### src/rtl/xra_pkg.sv
package xra_pkg;
  typedef enum logic [1:0] {
    EW_BYTE  = 2'd0,
    EW_HALF  = 2'd1,
    EW_WORD  = 2'd2,
    EW_DWORD = 2'd3
  } ext_width_e;

  typedef struct packed {
    logic n;
    logic z;
    logic c;
    logic v;
  } nzcv_t;
endpackage

### src/rtl/xra_operand.sv
module xra_operand #(
  parameter int XLEN  = 64,
  parameter int SHW   = 3,
  parameter int MAXSH = 4
) (
  input  logic [XLEN-1:0] src,
  input  logic [2:0]      opt,
  input  logic [SHW-1:0]  sh,
  input  logic            wide,
  output logic [XLEN-1:0] opnd
);
  import xra_pkg::*;

  localparam int LW = $clog2(XLEN + 1);
  localparam int HALF = XLEN / 2;
  localparam logic [XLEN-1:0] ONE = {{(XLEN-1){1'b0}}, 1'b1};
  localparam logic [XLEN-1:0] LOWMASK = {{HALF{1'b0}}, {HALF{1'b1}}};

  logic [LW-1:0] wtab [4];

  genvar g;
  generate
    for (g = 0; g < 4; g++) begin : g_wtab
      if (g == 3) begin : g_full
        assign wtab[g] = LW'(XLEN);
      end else begin : g_part
        assign wtab[g] = LW'(8 << g);
      end
    end
  endgenerate

  ext_width_e    wsel;
  logic [LW-1:0] ds, room, wbits, len;
  logic [XLEN-1:0] mask, field, shifted;

  always_comb begin
    wsel  = ext_width_e'(opt[1:0]);
    wbits = wtab[wsel];
    ds    = wide ? LW'(XLEN) : LW'(HALF);
    room  = ds - LW'(sh);
    len   = (wbits < room) ? wbits : room;
    mask  = (len >= LW'(XLEN)) ? '1 : ((ONE << len) - ONE);
    field = src & mask;
    if (opt[2] && src[len - LW'(1)]) begin
      field = field | ~mask;
    end
    shifted = field << sh;
    opnd    = wide ? shifted : (shifted & LOWMASK);
  end

  always_comb begin

    if (sh <= SHW'(MAXSH)) begin
      low_bits_chk: assert ((opnd & ((ONE << sh) - ONE)) == '0);
    end

    if (opt[1:0] == 2'b11 && sh == '0) begin
      dword_pass_chk: assert (opnd == (wide ? src : (src & LOWMASK)));
    end
  end
endmodule

### src/rtl/xra_alu.sv
module xra_alu #(
  parameter int XLEN = 64
) (
  input  logic [XLEN-1:0]  a,
  input  logic [XLEN-1:0]  b,
  input  logic             wide,
  input  logic             sub,
  output logic [XLEN-1:0]  res,
  output xra_pkg::nzcv_t   flags
);
  localparam int HALF = XLEN / 2;

  logic [XLEN-1:0] bb;
  logic [XLEN:0]   full;
  logic [HALF:0]   part;

  always_comb begin
    bb   = sub ? ~b : b;
    full = {1'b0, a} + {1'b0, bb} + {{XLEN{1'b0}}, sub};
    part = {1'b0, a[HALF-1:0]} + {1'b0, bb[HALF-1:0]} + {{HALF{1'b0}}, sub};
    if (wide) begin
      res     = full[XLEN-1:0];
      flags.n = res[XLEN-1];
      flags.c = full[XLEN];
      flags.v = (a[XLEN-1] == bb[XLEN-1]) && (res[XLEN-1] != a[XLEN-1]);
    end else begin
      res     = {{HALF{1'b0}}, part[HALF-1:0]};
      flags.n = part[HALF-1];
      flags.c = part[HALF];
      flags.v = (a[HALF-1] == bb[HALF-1]) && (part[HALF-1] != a[HALF-1]);
    end
    flags.z = (res == '0);
  end

  always_comb begin

    if (wide && !sub) begin
      add_carry_chk: assert (flags.c == (res < a));
    end
  end
endmodule

### src/rtl/ext_reg_adder.sv
module ext_reg_adder #(
  parameter int XLEN  = 64,
  parameter int REGW  = 5,
  parameter int SHW   = 3,
  parameter int MAXSH = 4
) (
  input  logic            clk,
  input  logic            rst,
  input  logic [REGW-1:0] rn_idx,
  input  logic [XLEN-1:0] rn_val,
  input  logic [XLEN-1:0] sp_val,
  input  logic [REGW-1:0] rm_idx,
  input  logic [XLEN-1:0] rm_val,
  input  logic [REGW-1:0] rd_idx,
  input  logic [2:0]      ext_opt,
  input  logic [SHW-1:0]  shamt,
  input  logic            wide,
  input  logic            is_sub,
  input  logic            set_flags,
  output logic [XLEN-1:0] result,
  output logic [3:0]      nzcv,
  output logic            wr_sp,
  output logic            illegal
);
  import xra_pkg::*;

  localparam logic [REGW-1:0] IDX31 = '1;
  localparam int HALF = XLEN / 2;

  logic [XLEN-1:0] op_a, rm_src, op_b, sum;
  nzcv_t           fl;
  logic            bad_sh;

  assign op_a   = (rn_idx == IDX31) ? sp_val : rn_val;
  assign rm_src = (rm_idx == IDX31) ? '0 : rm_val;
  assign bad_sh = (shamt > SHW'(MAXSH));

  xra_operand #(.XLEN(XLEN), .SHW(SHW), .MAXSH(MAXSH)) u_opnd (
    .src  (rm_src),
    .opt  (ext_opt),
    .sh   (shamt),
    .wide (wide),
    .opnd (op_b)
  );

  xra_alu #(.XLEN(XLEN)) u_alu (
    .a     (op_a),
    .b     (op_b),
    .wide  (wide),
    .sub   (is_sub),
    .res   (sum),
    .flags (fl)
  );

  always_ff @(posedge clk) begin
    if (rst) begin
      result  <= '0;
      nzcv    <= '0;
      wr_sp   <= 1'b0;
      illegal <= 1'b0;
    end else begin
      illegal <= bad_sh;
      wr_sp   <= (rd_idx == IDX31);
      result  <= bad_sh ? '0 : sum;
      if (bad_sh) begin
        nzcv <= '0;
      end else if (set_flags) begin
        nzcv <= fl;
      end
    end
  end


  illegal_zero_chk: assert property (@(posedge clk) disable iff (rst)
    (shamt > SHW'(MAXSH)) |=> (illegal && result == '0 && nzcv == 4'd0));


  flags_hold_chk: assert property (@(posedge clk) disable iff (rst)
    (!set_flags && shamt <= SHW'(MAXSH)) |=> $stable(nzcv));


  narrow_upper_chk: assert property (@(posedge clk) disable iff (rst)
    !wide |=> (result[XLEN-1:HALF] == '0));
endmodule

### config.mk
export PLATFORM = sky130hd
export DESIGN_NAME = ext_reg_adder
export DESIGN_NICKNAME = d
export VERILOG_FILES = /design/src/rtl/xra_pkg.sv /design/src/rtl/xra_operand.sv /design/src/rtl/xra_alu.sv /design/src/rtl/ext_reg_adder.sv
export SDC_FILE = /design/constraint.sdc
export NUM_CORES = 1
export LEC_CHECK = 0
export ABC_AREA = 1
export BUFFER_PORTS_ARGS = -buffer_cell sky130_fd_sc_hd__buf_2
export CAP_MARGIN = 25
export CORE_ASPECT_RATIO = 1.2
export CORE_MARGIN = 2
export CORE_UTILIZATION = 54
export CTS_CLUSTER_DIAMETER = 80
export DETAILED_ROUTE_END_ITERATION = 16
export PLACE_DENSITY = 0.83
export REMOVE_ABC_BUFFERS = 1
export SYNTH_ARGS = -nofsm -noshare
export SYNTH_HDL_FRONTEND = slang
export SYNTH_SLANG_ARGS = --single-unit
### constraint.sdc
create_clock -name clk -period 23.8 [get_ports clk]
set_input_delay 2.38 -clock clk [delete_from_list [all_inputs] [get_ports clk]]
set_output_delay 2.38 -clock clk [all_outputs]
set_load 0.02 [all_outputs]
==> key figures <==
Timing
  • Final Cycle Share: 58.18%
  • Final Hold Vio Count: 0
  • RSZ-0062 raised after global routing: no
  • Worst slew pin tran: 1155 ps
  • Max Fclk: 72.22 MHz
  • Setup TNS: 0 ps
  • Fin crit period: 13850 ps
  • Final Skew: 0 ps
  • Slew Limit Fails: 0
  • Final setup violation count: 0
  • Relative slew slack: 22.30%

Setup path
  • Critical Path Most Common Cell: nand2_1
  • CP Data Arrival Time: 14110 ps
  • Slowest Stage Delay on Critical Path: 750 ps
  • Worst Setup End Kind: flip-flop
  • Crit Path Class: input port to flip-flop
  • CP max FO: 66
  • Reg2reg path depth: 2
  • Slowest cell on crit path: buf_2
  • CP startpoint kind: input port
  • Reg2Reg Setup Slack: 23060 ps
  • Crit path required time: 24060 ps

Floorplanning
  • Core Region: 0.02709 mm²
  • I/O pins: 288
  • Die span in y: 185.7 µm
  • Cell row count: 66
  • Initial Util: 54.83%
  • DIE AREA: 0.02885 mm²
  • Die width: 155.4 µm

Logic synthesis
  • Synth Area in XOR/XNOR: 6.546%
  • Synth Warn #: 0
  • Post-synth EDFFs: 0
  • Yosys reg bits: 70
  • Share of synthesized registers carrying an async set or reset: 0%
  • Largest family of logic cells by synthesized area: simple AND/OR/NAND/NOR gates
  • Synthesized area per cell: 5.529 µm²
  • Post-Syn Area: 0.01485 mm²
  • Mux contribution to synthesized area: 5.839%
  • Post-synthesis sequential area ratio: 9.436%
  • Netlist cell types: 61
  • Post-synthesis compound-gate area fraction: 16.90%
  • Post-Synth Adder-Cell Area: 7.296%
  • Post-Synth Simple-Gate Area: 42.36%
  • Top FF cell, synth: dfxtp_1
  • Post-synthesis cell count: 2686

Clocking
  • CTS resizes: 0
  • Post-CTS setup buffer count: 0
  • Root buffer selected by CTS: clkbuf_16
  • Clock Sinks: 70
  • Num CTS Buffers: 9
  • Skew-Pair Late Insertion Delay: 330 ps
  • CTS tree: yes
  • Hold_buf cts: 0
  • CTS Buffer Depth: 2
  • CTS clock-pin slew for the worst setup and hold paths: 60 ps
  • H-tree depth: 3

Hold path
  • Min-delay worst type: flip-flop to flip-flop
  • WHS Path Cells: 2

GRT
  • Number of global-route vias before repair: 17.91k
  • Largest net degree at the start of global routing: 72
  • Global Route Usage Sum: 41.10%
  • Antenna violations before repair: 2
  • Global-route wire length before repair: 93430 µm
  • Global route total overflow: 0

Placed design
  • DP Area: 0.01638 mm²
  • PortBufs: 287
  • HPWL after DPL: 49790 µm
  • RD Place Congestion: 1.089

Layout
  • Layout cells sized above 1: 15.71%
  • Nets@finish: 3201
  • Layout Utilization: 61.80%
  • Area growth syn-to-layout: 12.72%
  • Final instance area: 0.01674 mm²
  • Fillcell total: 2724

Flow run
  • Max-Cap Viols: 0

Run status
  • Status: finished, final reports clean

Route
  • Antenna Nets Post-Route: 0
  • Final WL: 61070 µm
  • Vias/cell: 5.877
  • Total number of vias: 19.07k
  • Routed wire per std cell: 18.82 µm
  • DRC: 0
  • DR iter-0 viols: 1846
  • DR pass1 iterations: 8

Power
  • Leak pwr: 0.008864 µW
  • Pwr/cell area: 68.63 mW/mm²
  • Final Total Pwr: 1149 µW
  • Maximum vdd drop: 57.86 µV
==> cell usage after synthesis, drive strengths merged (8+ instances only) <==
library cell  instances  area share (%)
nand2               625              16
inv                 331             8.4
nor3                 50             1.9
xor2                 92             5.4
a21oi               149             5.1
a31oi                34             1.4
dfxtp                70             9.4
xnor2                19             1.1
mux2i                18             1.2
mux2                 61             4.6
nand3               301              10
or2                   9            0.38
ha                   85             7.2
buf                  50             1.9
o211ai               10            0.51
clkbuf               53             1.3
nand4                31             1.4
nand3b               15            0.76
nor2                409              11
o21ai               211             7.2
a21boi                8            0.40
o21a                 13            0.66
==> stage by stage <==
| stage | std cells | hold WS (ps) | worst slack, ps |
|---|---|---|---|
| floorplan | 2583 | 540.2 | 12300 |
| global placement | 3223 | 455.3 | 9673 |
| detailed placement | 3224 | 459.9 | 10150 |
| CTS | 3240 | 502.8 | 10480 |
| global route | 3242 | 511.0 | 9138 |
| finish | 3244 | 510.9 | 9953 |
==> worst max-delay path: cells and delay by family <==
family          cells  cell delay (ps)
simple gates       39             5780
buf+inv             7             2820
fa+ha+maj           5             2040
compound gates      6              790
xor+xnor            1              180
==> per-layer routing <==
metal  track usage [%]  vias to the layer above  wire, µm
met5                 0                        -         5
met4             27.60                        2      4491
met3             5.728                      256      4804
met2             70.97                     1034     28770
met1             47.21                     8524     23000
li1                  -                     9250         -
==> sequential cells by signal (all words and copies together) (netlist names) <==
signal	flops
nzcv	4
result	64
illegal	1
wr_sp	1
==> layout make-up <==
cell class                      count  area (µm²)  area share (%)
Multi-Input combinational cell   2181       11740           70.13
Sequential cell                    70        1401           8.371
Clock inverter                      6       92.59          0.5531
Clock buffer                       10       239.0           1.428
Tap cell                          340       425.4           2.541
Timing Repair Buffer              303        1587           9.478
Antenna cell                        2       5.005         0.02990
Inverter                          332        1251           7.474
==> final timing paths <==
check / endpoint / start
worst max register to register: nzcv[3]$_SDFFE_PP0P_ / nzcv[3]$_SDFFE_PP0P_
worst max-delay path: nzcv[2]$_SDFFE_PP0P_ / shamt[1]
worst min-delay path: nzcv[2]$_SDFFE_PP0P_ / nzcv[2]$_SDFFE_PP0P_
worst min register to register: nzcv[2]$_SDFFE_PP0P_ / nzcv[2]$_SDFFE_PP0P_
==> report_power, final <==
group	leakage, µW	switching [µW]	internal, µW
registers	0.000574	4.95	136
logic	0.00813	593	268
clock network	0.000155	52.5	95.1
==> cells by family after synthesis <==
group                      Yosys count
DFF                                 70
adders and majority gates           86
muxes                               79
buffers and inverters              435
and+or+nand+nor                   1451
AOI/OAI and AO/OA                  454
xor gates and xnor gates           111
==> placed cells by master, fill, tap and decap left out, drive strengths merged, types with 13 or more instances in the layout <==
cell type,synthesis,final
inv,331,331
nand3,301,301
dfxtp,70,70
buf,50,303
nor2,409,409
a31oi,34,34
xor2,92,92
mux2i,18,18
nand2,625,625
nand3b,15,15
nand4,31,31
ha,85,85
o21a,13,13
o21ai,211,211
xnor2,19,19
a21oi,149,149
nor3,50,50
mux2,61,61
No activity file was read; power rests on OpenSTA's default activity.
